**config.mk**
```make
export PLATFORM = sky130hd
export DESIGN_NAME = hitStringEncoder
export DESIGN_NICKNAME = d
export VERILOG_FILES = /design/src/rtl/hitStringPkg.sv /design/src/rtl/hitStringPath.sv /design/src/rtl/hitStringCtrl.sv /design/src/rtl/hitStringEncoder.sv
export SDC_FILE = /design/constraint.sdc
export NUM_CORES = 1
export LEC_CHECK = 0
export ABC_CLOCK_PERIOD_IN_PS = 9400
export BUFFER_PORTS_ARGS = -buffer_cell sky130_fd_sc_hd__buf_2
export CAP_MARGIN = 20
export CORE_ASPECT_RATIO = 0.8
export CORE_MARGIN = 2
export CORE_UTILIZATION = 35
export DETAILED_ROUTE_END_ITERATION = 6
export MAX_ROUTING_LAYER = met4
export PLACE_DENSITY = 0.58
export SLEW_MARGIN = 20
export SYNTH_ARGS = -nofsm -noshare
export SYNTH_HDL_FRONTEND = slang
export SYNTH_SLANG_ARGS = --single-unit
```
**constraint.sdc**
```tcl
create_clock -name clk -period 9.4 [get_ports clk]
set_input_delay 1.88 -clock clk [delete_from_list [all_inputs] [get_ports clk]]
set_output_delay 1.88 -clock clk [all_outputs]
set_load 0.03 [all_outputs]
```
**src/rtl/hitStringPkg.sv**
```systemverilog
package hitStringPkg;
  parameter int NUM_SLOTS = 6;
  localparam int SLOT_W = $clog2(NUM_SLOTS);
  localparam int CNT_W = $clog2(NUM_SLOTS + 1);

  typedef struct packed {
    logic load;
    logic step;
    logic [SLOT_W-1:0] slot;
  } scanCtl_t;
endpackage

```
**src/rtl/hitStringPath.sv**
```systemverilog
module hitStringPath
  import hitStringPkg::*;
#(
  parameter int COLS = 64,
  parameter int OVERLAP = 3,
  parameter int MAX_RUN = 4,
  parameter int BANK_W = 5,
  localparam int COL_W = $clog2(COLS),
  localparam int LEN_W = $clog2(MAX_RUN),
  localparam int ST_W = COL_W + LEN_W,
  localparam int WIN = COLS + OVERLAP
) (
  input  logic clk,
  input  logic rst,
  input  scanCtl_t ctl,
  input  logic [COLS-1:0] rowBits,
  input  logic [OVERLAP-1:0] lookAhead,
  input  logic [BANK_W-1:0] bankSel,
  output logic found,
  output logic restAny,
  output logic [NUM_SLOTS*ST_W-1:0] stateWords,
  output logic [BANK_W-1:0] bankAddr
);
  logic [WIN-1:0] work;
  logic [ST_W-1:0] slotReg [NUM_SLOTS];
  logic [COL_W-1:0] firstCol;
  logic [WIN-1:0] shifted;
  logic [LEN_W:0] runLen;
  logic [WIN-1:0] lenMask;
  logic stopRun;

  // lowest set column inside the bank; lookAhead columns never start a run
  always_comb begin
    found = 1'b0;
    firstCol = '0;
    for (int i = COLS - 1; i >= 0; i--) begin
      if (work[i]) begin
        found = 1'b1;
        firstCol = COL_W'(i);
      end
    end
  end

  // run length from the start column, capped, may extend into lookAhead
  always_comb begin
    shifted = work >> firstCol;
    runLen = '0;
    stopRun = 1'b0;
    for (int k = 0; k < MAX_RUN; k++) begin
      if (!stopRun && shifted[k]) runLen = runLen + 1'b1;
      else stopRun = 1'b1;
    end
    lenMask = ((WIN'(1) << runLen) - WIN'(1)) << firstCol;
    restAny = |(work[COLS-1:0] & ~lenMask[COLS-1:0]);
  end

  always_ff @(posedge clk) begin
    if (rst) begin
      work <= '0;
      bankAddr <= '0;
      for (int s = 0; s < NUM_SLOTS; s++) slotReg[s] <= '0;
    end else if (ctl.load) begin
      work <= {lookAhead, rowBits};
      bankAddr <= bankSel;
      for (int s = 0; s < NUM_SLOTS; s++) slotReg[s] <= '0;
    end else if (ctl.step && found) begin
      work <= work & ~lenMask;
      slotReg[ctl.slot] <= {firstCol, LEN_W'(runLen - 1'b1)};
    end
  end

  for (genvar g = 0; g < NUM_SLOTS; g++) begin : gPack
    assign stateWords[g*ST_W +: ST_W] = slotReg[g];
  end


  slots_cleared_chk: assert property (@(posedge clk) disable iff (rst)
    ctl.load |=> (stateWords == '0));
endmodule

```
**src/rtl/hitStringCtrl.sv**
```systemverilog
module hitStringCtrl
  import hitStringPkg::*;
(
  input  logic clk,
  input  logic rst,
  input  logic rowStrobe,
  input  logic found,
  input  logic restAny,
  output scanCtl_t ctl,
  output logic [CNT_W-1:0] stateCount,
  output logic overflow,
  output logic done
);
  logic busy;
  logic [CNT_W-1:0] nextCnt;
  logic lastSlot;

  assign nextCnt = stateCount + 1'b1;
  assign lastSlot = (nextCnt == CNT_W'(NUM_SLOTS));
  assign ctl.load = rowStrobe;
  assign ctl.step = busy && !rowStrobe;
  assign ctl.slot = SLOT_W'(stateCount);

  always_ff @(posedge clk) begin
    if (rst) begin
      busy <= 1'b0;
      stateCount <= '0;
      overflow <= 1'b0;
      done <= 1'b0;
    end else if (rowStrobe) begin
      busy <= 1'b1;
      stateCount <= '0;
      overflow <= 1'b0;
      done <= 1'b0;
    end else if (busy) begin
      if (!found) begin
        busy <= 1'b0;
        done <= 1'b1;
      end else begin
        stateCount <= nextCnt;
        if (!restAny || lastSlot) begin
          busy <= 1'b0;
          done <= 1'b1;
          overflow <= restAny && lastSlot;
        end
      end
    end
  end


  count_cap_chk: assert property (@(posedge clk) disable iff (rst)
    stateCount <= CNT_W'(NUM_SLOTS));

  ovf_full_chk: assert property (@(posedge clk) disable iff (rst)
    overflow |-> (stateCount == CNT_W'(NUM_SLOTS)));

  done_hold_chk: assert property (@(posedge clk) disable iff (rst)
    (done && !rowStrobe) |=> (done && $stable(stateCount) && $stable(overflow)));

  strobe_clear_chk: assert property (@(posedge clk) disable iff (rst)
    rowStrobe |=> (!done && !overflow && stateCount == '0));
endmodule

```
**src/rtl/hitStringEncoder.sv**
```systemverilog
module hitStringEncoder
  import hitStringPkg::*;
#(
  parameter int COLS = 64,
  parameter int OVERLAP = 3,
  parameter int MAX_RUN = 4,
  parameter int BANK_W = 5,
  localparam int ST_W = $clog2(COLS) + $clog2(MAX_RUN)
) (
  input  logic clk,
  input  logic rst,
  input  logic rowStrobe,
  input  logic [COLS-1:0] rowBits,
  input  logic [OVERLAP-1:0] lookAhead,
  input  logic [BANK_W-1:0] bankSel,
  output logic [NUM_SLOTS*ST_W-1:0] stateWords,
  output logic [CNT_W-1:0] stateCount,
  output logic overflow,
  output logic done,
  output logic [BANK_W-1:0] bankAddr
);
  scanCtl_t ctl;
  logic found;
  logic restAny;

  hitStringCtrl uCtrl (
    .clk(clk), .rst(rst), .rowStrobe(rowStrobe), .found(found),
    .restAny(restAny), .ctl(ctl), .stateCount(stateCount),
    .overflow(overflow), .done(done)
  );

  hitStringPath #(
    .COLS(COLS), .OVERLAP(OVERLAP), .MAX_RUN(MAX_RUN), .BANK_W(BANK_W)
  ) uPath (
    .clk(clk), .rst(rst), .ctl(ctl), .rowBits(rowBits),
    .lookAhead(lookAhead), .bankSel(bankSel), .found(found),
    .restAny(restAny), .stateWords(stateWords), .bankAddr(bankAddr)
  );
endmodule

```
==> results.txt, run 1 <==
The flow ran to the end, and the final reports show no timing, DRC or antenna violations. The worst vdd rail ir drop is 0.000126 V. By startpoint and endpoint, the worst setup path is classified as reg2reg. Across the run, the number of max-cap violations was 0.

The total CTS buffers is 17. Following the worst setup path forward leads to its endpoint at uCtrl.overflow$_SDFFE_PP0P_. STA classifies the critical path endpoint as a register. The share of layout cells above drive strength 1 is 22.8%. The filler cell count is 3296. The layout overhead on the synthesized area is 22.6%.

The total number of placement rows came out at 57. Input and output buffers added on the ports amount to 132. The clock slew seen by the registers of the worst setup and hold paths came out at 60 ps. The number of standard cells after synthesis came out at 1492.

On the worst path, the slowest cell contributes a delay of 760 ps. The post-synthesis net count is 1574. In this run the worst setup path begins at uPath.work[42]$_SDFFE_PP0P_. In this run the number of cells on the critical path is 27.

The worst-path cell with the longest stage delay is nor4_1. The area used by multi-input combinational logic came out at 7070 sq um. The critical path launch point type is a register.

The routed length per placed instance is 31.9 um. Entering global routing, the biggest net connects 76 pins. The maximum level of the CTS H-tree came out at 4. The average cell area after synthesis came out at 7.23 sq um. The startpoint of the lowest-slack register-to-register path is uPath.work[42]$_SDFFE_PP0P_. The min-delay analysis places its worst path in the category reg2reg. The part of the cycle the worst path needs came out at 96.9%.

The wire length of the first global-routing pass is 95300 um. The length of the first detailed-routing pass in iterations came out at 6. The number of distinct library cells after synthesis is 102. For the worst setup path, the data arrival time is 9420 ps. The count of cells along the worst hold path came out at 2. Summing all non-filler instances in the final layout gives an area of 13200 sq um. The worst setup timing slack at the placement stage came out at 669 ps. The minimum clock period is 9110 ps. At the worst endpoint, the required time is 9710 ps. Together, buffers and inverters on the worst path number 3.

The initial core utilization came out at 35.5%. The largest delay contributor family on the critical path is compound AO/OA/AOI/OAI gates. The final critical-path setup slack came out at 292 ps. The detail route stage leaves a number of antenna-violating nets equal to 0. Measured in cells, the most critical reg-to-reg path has a length of 27.

The dominant register cell in the synthesized netlist is dfxtp_1. The mapped cell area came out at 10800 sq um. The setup slack of the worst register-to-register path is 290 ps. The number of hold buffers added after cts came out at 0.

The total negative setup slack came out at 0 ps. The final non-filler cell total is 2103. The top-level I/O count is 133. For this design, the sink count on the clock tree is 126. The DRC violation count after routing is 0. The count of synthesis-stage warnings from yosys came out at 0. The maximum frequency from static timing analysis came out at 110 MHz. The initial antenna violation count came to 2. The longest clock path from root to sink contains 2 buffers. In this run the worst path has a maximum fanout of 19.

The cell type with the highest occurrence count on the critical path is ha_1. The overall overflow remaining after global route is 0. In this run the critical register-to-register path is captured at uCtrl.overflow$_SDFFE_PP0P_. In the layout the commonest cells are nor2_1, nand2_1, buf_4. Routability-driven placement finished with a final weighted congestion of 1.13. The library cell used most frequently in the layout, excluding fill and tap cells, is nor2_1.

After synthesis, the share of flip-flops with an asynchronous set or reset is 0%. The count of flip-flops with a built-in enable after synthesis is 48. Setup repair after global routing left no endpoint under its margin.

The insertion delay to the later sink of the worst-skew pair came out at 430 ps. The cell area after placement came out at 12700 sq um. The slew at the pin closest to its max-slew limit is 1100 ps. The startpoint of the lowest-slack hold path is uPath.bankAddr[4]$_SDFFE_PP0P_. After clock tree synthesis, the repair step resized 0 gates. The master cell of the clock root buffer is clkbuf_16. The total vias in the final route is 14000. The cell count after placement came out at 2067. The via count of the first global-routing pass came out at 12900. The count of buffers added by post-CTS timing repair for setup is 0.

The global routing usage summed across all routing layers came out at 41.9%. The HPWL reported at the end of detailed placement came out at 52000 um. The die covers 32200 sq um. The ratio of total power to cell area is 212 nW/um^2. Measured along the y axis, the die boundary spans 161 um.

In this run the tightest slew margin relative to its limit is 25.5%. At the end of the flow, the number of nets in the layout was 1755. The final cell utilization of the core is 43.5%.

The worst-case clock skew came out at 15.0 ps. The count of routing violations after the opening detailed-route iteration is 2159. The post-detailed-routing wire length came out at 67100 um. The standby leakage power is 5.19 nW. The core region is 30400 sq um. The sequential cell area is 3000 sq um. In this run, synthesis produced a sequential element count of 126. The total count of max-transition violations in the final report is 0. Setup violations remaining at the end of the flow were counted as 0. TritonCTS built the clock tree.

The vias per cell is 6.67. After synthesis, flip-flops and latches occupy 27.8% of the total area. The final-report hold violation count came to 0. The x dimension of the die is 200 um.
tightest hold or removal path: stages (launching register included):
cell and delay, ps:
dfxtp_1 330, mux2i_1 60, nor2_1 70
area by class of cell:
class                   instances  area share, %
well taps                     413           3.91
multi-input cells            1198           53.4
clock inverters                13          0.766
clock buffers                  19           3.43
flip-flops and latches        126           22.7
repair buffers                299           14.8
diodes                          4         0.0757
inverters                      31          0.899
kinds of logic (layout without fill, tap and decap cells):
kind of cell             after synthesis  after routing  share of synthesized area, %
multiplexers                          45             45                          4.45
buffers and inverters                168            362                          7.01
AO/OA/AOI/OAI                        476            476                          31.4
flip-flops                           126            126                          27.8
XOR/XNOR                               3              3                         0.244
AND/OR/NAND/NOR                      667            667                          28.2
other                                  0              4                             0
adder cells (fa/ha/maj)                7              7                         0.812
through the flow:
step / hold slack (ps) / power (mW)
global route: 526 / 2.88
floorplan: 481 / 1.39
finish: 490 / 2.80
CTS: 493 / 2.74
global placement: 469 / 2.10
detailed placement: 477 / 2.08
synth_stat cells, types with 13 or more instances:
cell | count | area, sq um
o31ai_1 | 17 | 128
o21ai_0 | 64 | 320
nor2_1 | 223 | 837
a31oi_1 | 19 | 119
edfxtp_1 | 48 | 1440
nor4_1 | 20 | 125
a32oi_1 | 15 | 131
a211oi_1 | 24 | 180
clkbuf_1 | 88 | 330
or4_1 | 13 | 97.6
dfxtp_1 | 78 | 1560
nand3_1 | 58 | 290
nor3_1 | 48 | 240
nand2_1 | 220 | 826
nand4_1 | 13 | 81.3
o211ai_1 | 45 | 338
inv_1 | 28 | 105
mux2i_1 | 39 | 390
buf_2 | 25 | 125
a21oi_1 | 125 | 626
per-layer routing:
layer / global-route usage [%] / vias to the layer above / routed length, um / share of wire (%)
met5: - / - / 0 / 0
met4: 16.4 / 0 / 2760 / 4.1
met3: 10.1 / 174 / 8350 / 12
met2: 54.9 / 1073 / 26300 / 39
met1: 60.8 / 6837 / 29700 / 44
li1: - / 5945 / - / -
power by group:
group / switching [mW] / leakage, nW / internal, mW / total, mW
Combinational: 1.00 / 3.73 / 0.489 / 1.49
Sequential: 0.0629 / 1.18 / 0.596 / 0.659
Clock: 0.295 / 0.276 / 0.359 / 0.654
sequential cells by signal, indices dropped and copies added (netlist names):
register,cells
uCtrl.stateCount,3
uCtrl.busy,1
uPath.slotReg,48
uCtrl.overflow,1
uPath.work,67
uPath.bankAddr,5
uCtrl.done,1
worst min path at each step:
stage,end
after floorplan,uPath.work[64]$_SDFFE_PP0P_
after global placement,uPath.bankAddr[3]$_SDFFE_PP0P_
after detailed placement,uPath.bankAddr[4]$_SDFFE_PP0P_
after CTS,uPath.bankAddr[4]$_SDFFE_PP0P_
after global routing,uPath.bankAddr[4]$_SDFFE_PP0P_
final,uPath.bankAddr[4]$_SDFFE_PP0P_
(Power assumes the default switching activity.)
==> run 2: changes to the inputs <==
Settings changed: CORE_ASPECT_RATIO 0.8 to 0.75.
==> results.txt, run 2 (synthesis results as in run 1) <==
The number of placed instances, taps included, is 2035. The top register by number of flip-flops is uPath.work. The via count of the first global-routing pass is 12700. The layout overhead on the synthesized area is 21.7%. The commonest non-fill, non-tap cell in the layout is nor2_1. Using the TritonRoute via totals, the vias-per-cell ratio works out to 6.72. The initial antenna violation count came out at 0. The residual antenna-violating net count after detailed routing came out at 0. For this block, the initial DRC count from the detailed router was 2283. The post-detailed-routing wire length came out at 67500 um.

Setup violations remaining at the end of the flow were counted as 0. In the final layout, the registers with the most flip-flops are uPath.work: 67 flops, uPath.slotReg: 48 flops, uPath.bankAddr: 5 flops. After global routing the overflow that remains totals 0. The checks that failed: design-rule violations. The clock net sink count is 126. STA classifies the critical path startpoint as a register. The maximum level of the CTS H-tree is 4. The final cell utilization of the core came out at 43.3%. The wire length of the first global-routing pass is 95400 um. The count of buffers added by post-CTS timing repair for setup came out at 0. The total CTS buffers is 17. The core region is 30300 sq um. The min-delay analysis places its worst path in the category reg2reg. The flip-flop count of the largest register after layout came out at 67. The relative max-transition margin came out at 21.7%. For this run, the post-layout net count is 1737. The total count of max-transition violations in the final report is 0. The worst setup timing slack at the placement stage came out at 527 ps. The maximum fanout count along the critical path is 10. The number of buffers on the longest clock path is 2.

The total number of placement rows is 55. The ratio of total power to cell area came out at 217 nW/um^2. The HPWL reported at the end of detailed placement is 51900 um. The insertion delay to the later sink of the worst-skew pair came out at 440 ps. The slew at the pin closest to its max-slew limit is 1170 ps. The DRC violation count after routing is 15.

The type of element capturing the critical path is a register. The peak per-stage delay on the critical path came out at 830 ps. Pin placement for this block handled 133 I/O pins. The part of the cycle the worst path needs came out at 97.1%. Data arrives at the worst endpoint at 9450 ps. The maximum frequency from static timing analysis is 110 MHz. The clock slew seen by the registers of the worst setup and hold paths is 70 ps. For the worst setup path, the data required time is 9720 ps. The largest net degree at the start of global routing is 79. Adding up every negative setup slack in the final design gives 0 ps. CTS placed an instance of clkbuf_16 at the clock tree root.

Setup repair after global routing left no endpoint under its margin. The worst vdd rail ir drop is 0.000129 V. The final-report hold violation count is 0. The die boundary height is 156 um. The run finished, with violations left. The minimum clock period came out at 9130 ps. Among the stages of the critical path, the cell type that occurs most often is ha_1.

The area enclosed by the die boundary came out at 32300 sq um. At the end of routability-driven placement, the weighted congestion stood at 1.15. The routed length per placed instance is 32.7 um. For this design the static power due to leakage is 5.12 nW. The count of cells in the finished layout, fillers not included, comes to 2067. The initial core utilization came out at 35.6%. Leaving out fill and tap cells, the most frequent cells in the layout are nor2_1, nand2_1, buf_4. The x dimension of the die is 207 um. The final critical-path setup slack came out at 275 ps.

0 antenna diodes ended up in the layout. The total power after layout is 2.85 mW. Cells with a size suffix above 1 make up 22.0% of the layout.

The worst-case clock skew is 14.4 ps. Across every metal layer, demand over resource in global routing totals 43.1%. The total vias in the final route came out at 13900. The worst-path cell with the longest stage delay is a311oi_1.

The type of the worst setup path is reg2reg. Buffers placed on the I/O ports in this run total 132. The number of max-cap violations is 0. The length of the first detailed-routing pass in iterations came out at 7. TritonCTS built the clock tree.
-- run 2: changes by cell type in the layout (fill, tap and decap cells not counted), sizes merged --
cell	previous run	this run
diode	4	0
buf	299	281
clkinv	7	3
inv	36	38
clkbuf	19	18
bufinv	0	3
-- run 2: worst paths after layout --
kind | start | slack, ps | cells after the start | to
worst max-delay path | uPath.work[49]$_SDFFE_PP0P_ | 270 | 28 | uCtrl.overflow$_SDFFE_PP0P_
worst min-delay path | uPath.bankAddr[1]$_SDFFE_PP0P_ | 500 | 2 | uPath.bankAddr[1]$_SDFFE_PP0P_
worst max register to register | uPath.work[49]$_SDFFE_PP0P_ | 270 | 28 | uCtrl.overflow$_SDFFE_PP0P_
worst min register to register | uPath.bankAddr[1]$_SDFFE_PP0P_ | 500 | 2 | uPath.bankAddr[1]$_SDFFE_PP0P_
-- run 2: critical path, delay by kind of cell, from the launching register on --
kind	cells	cell delay (ps)
flip-flops	1	540
AND/OR/NAND/NOR	7	1870
adder cells (fa/ha/maj)	3	900
AO/OA/AOI/OAI	14	4990
buffers and inverters	4	680
-- run 2: report_power, final --
group / internal (mW) / total (mW) / switching (mW)
registers: 0.595 / 0.671 / 0.0755
clock network: 0.429 / 0.739 / 0.309
logic: 0.467 / 1.44 / 0.972
total: 1.49 / 2.85 / 1.36
-- run 2: layout make-up --
cell class,instances,area (sq um)
well taps,399,499
multi-input cells,1198,7070
clock inverters,14,195
flip-flops and latches,126,3000
clock buffers,18,429
inverters,31,119
repair buffers,281,1810
fillers,3175,17200
-- run 2: metrics by stage --
| stage | cell area, sq um | hold WS [ps] |
|---|---|---|
| after global routing | 13100 | 541 |
| after floorplan | 10800 | 481 |
| after global placement | 12500 | 469 |
| after detailed placement | 12500 | 484 |
| after CTS | 13100 | 500 |
| final | 13100 | 497 |
-- run 2: what timing repair did --
item / in CTS / in global routing
gates resized for setup: 0 / 3
hold buffers: 0 / 0
setup endpoints to repair: 0 / 3
-- run 2: per-layer routing --
metal,share of wire (%),global-route usage (%),wire (um),vias up
met5,0,-,0,-
met4,3.8,15.4,2550,0
met3,15,14.7,10000,164
met2,38,54.3,25800,1114
met1,43,62.1,29200,6725
li1,-,-,-,5895
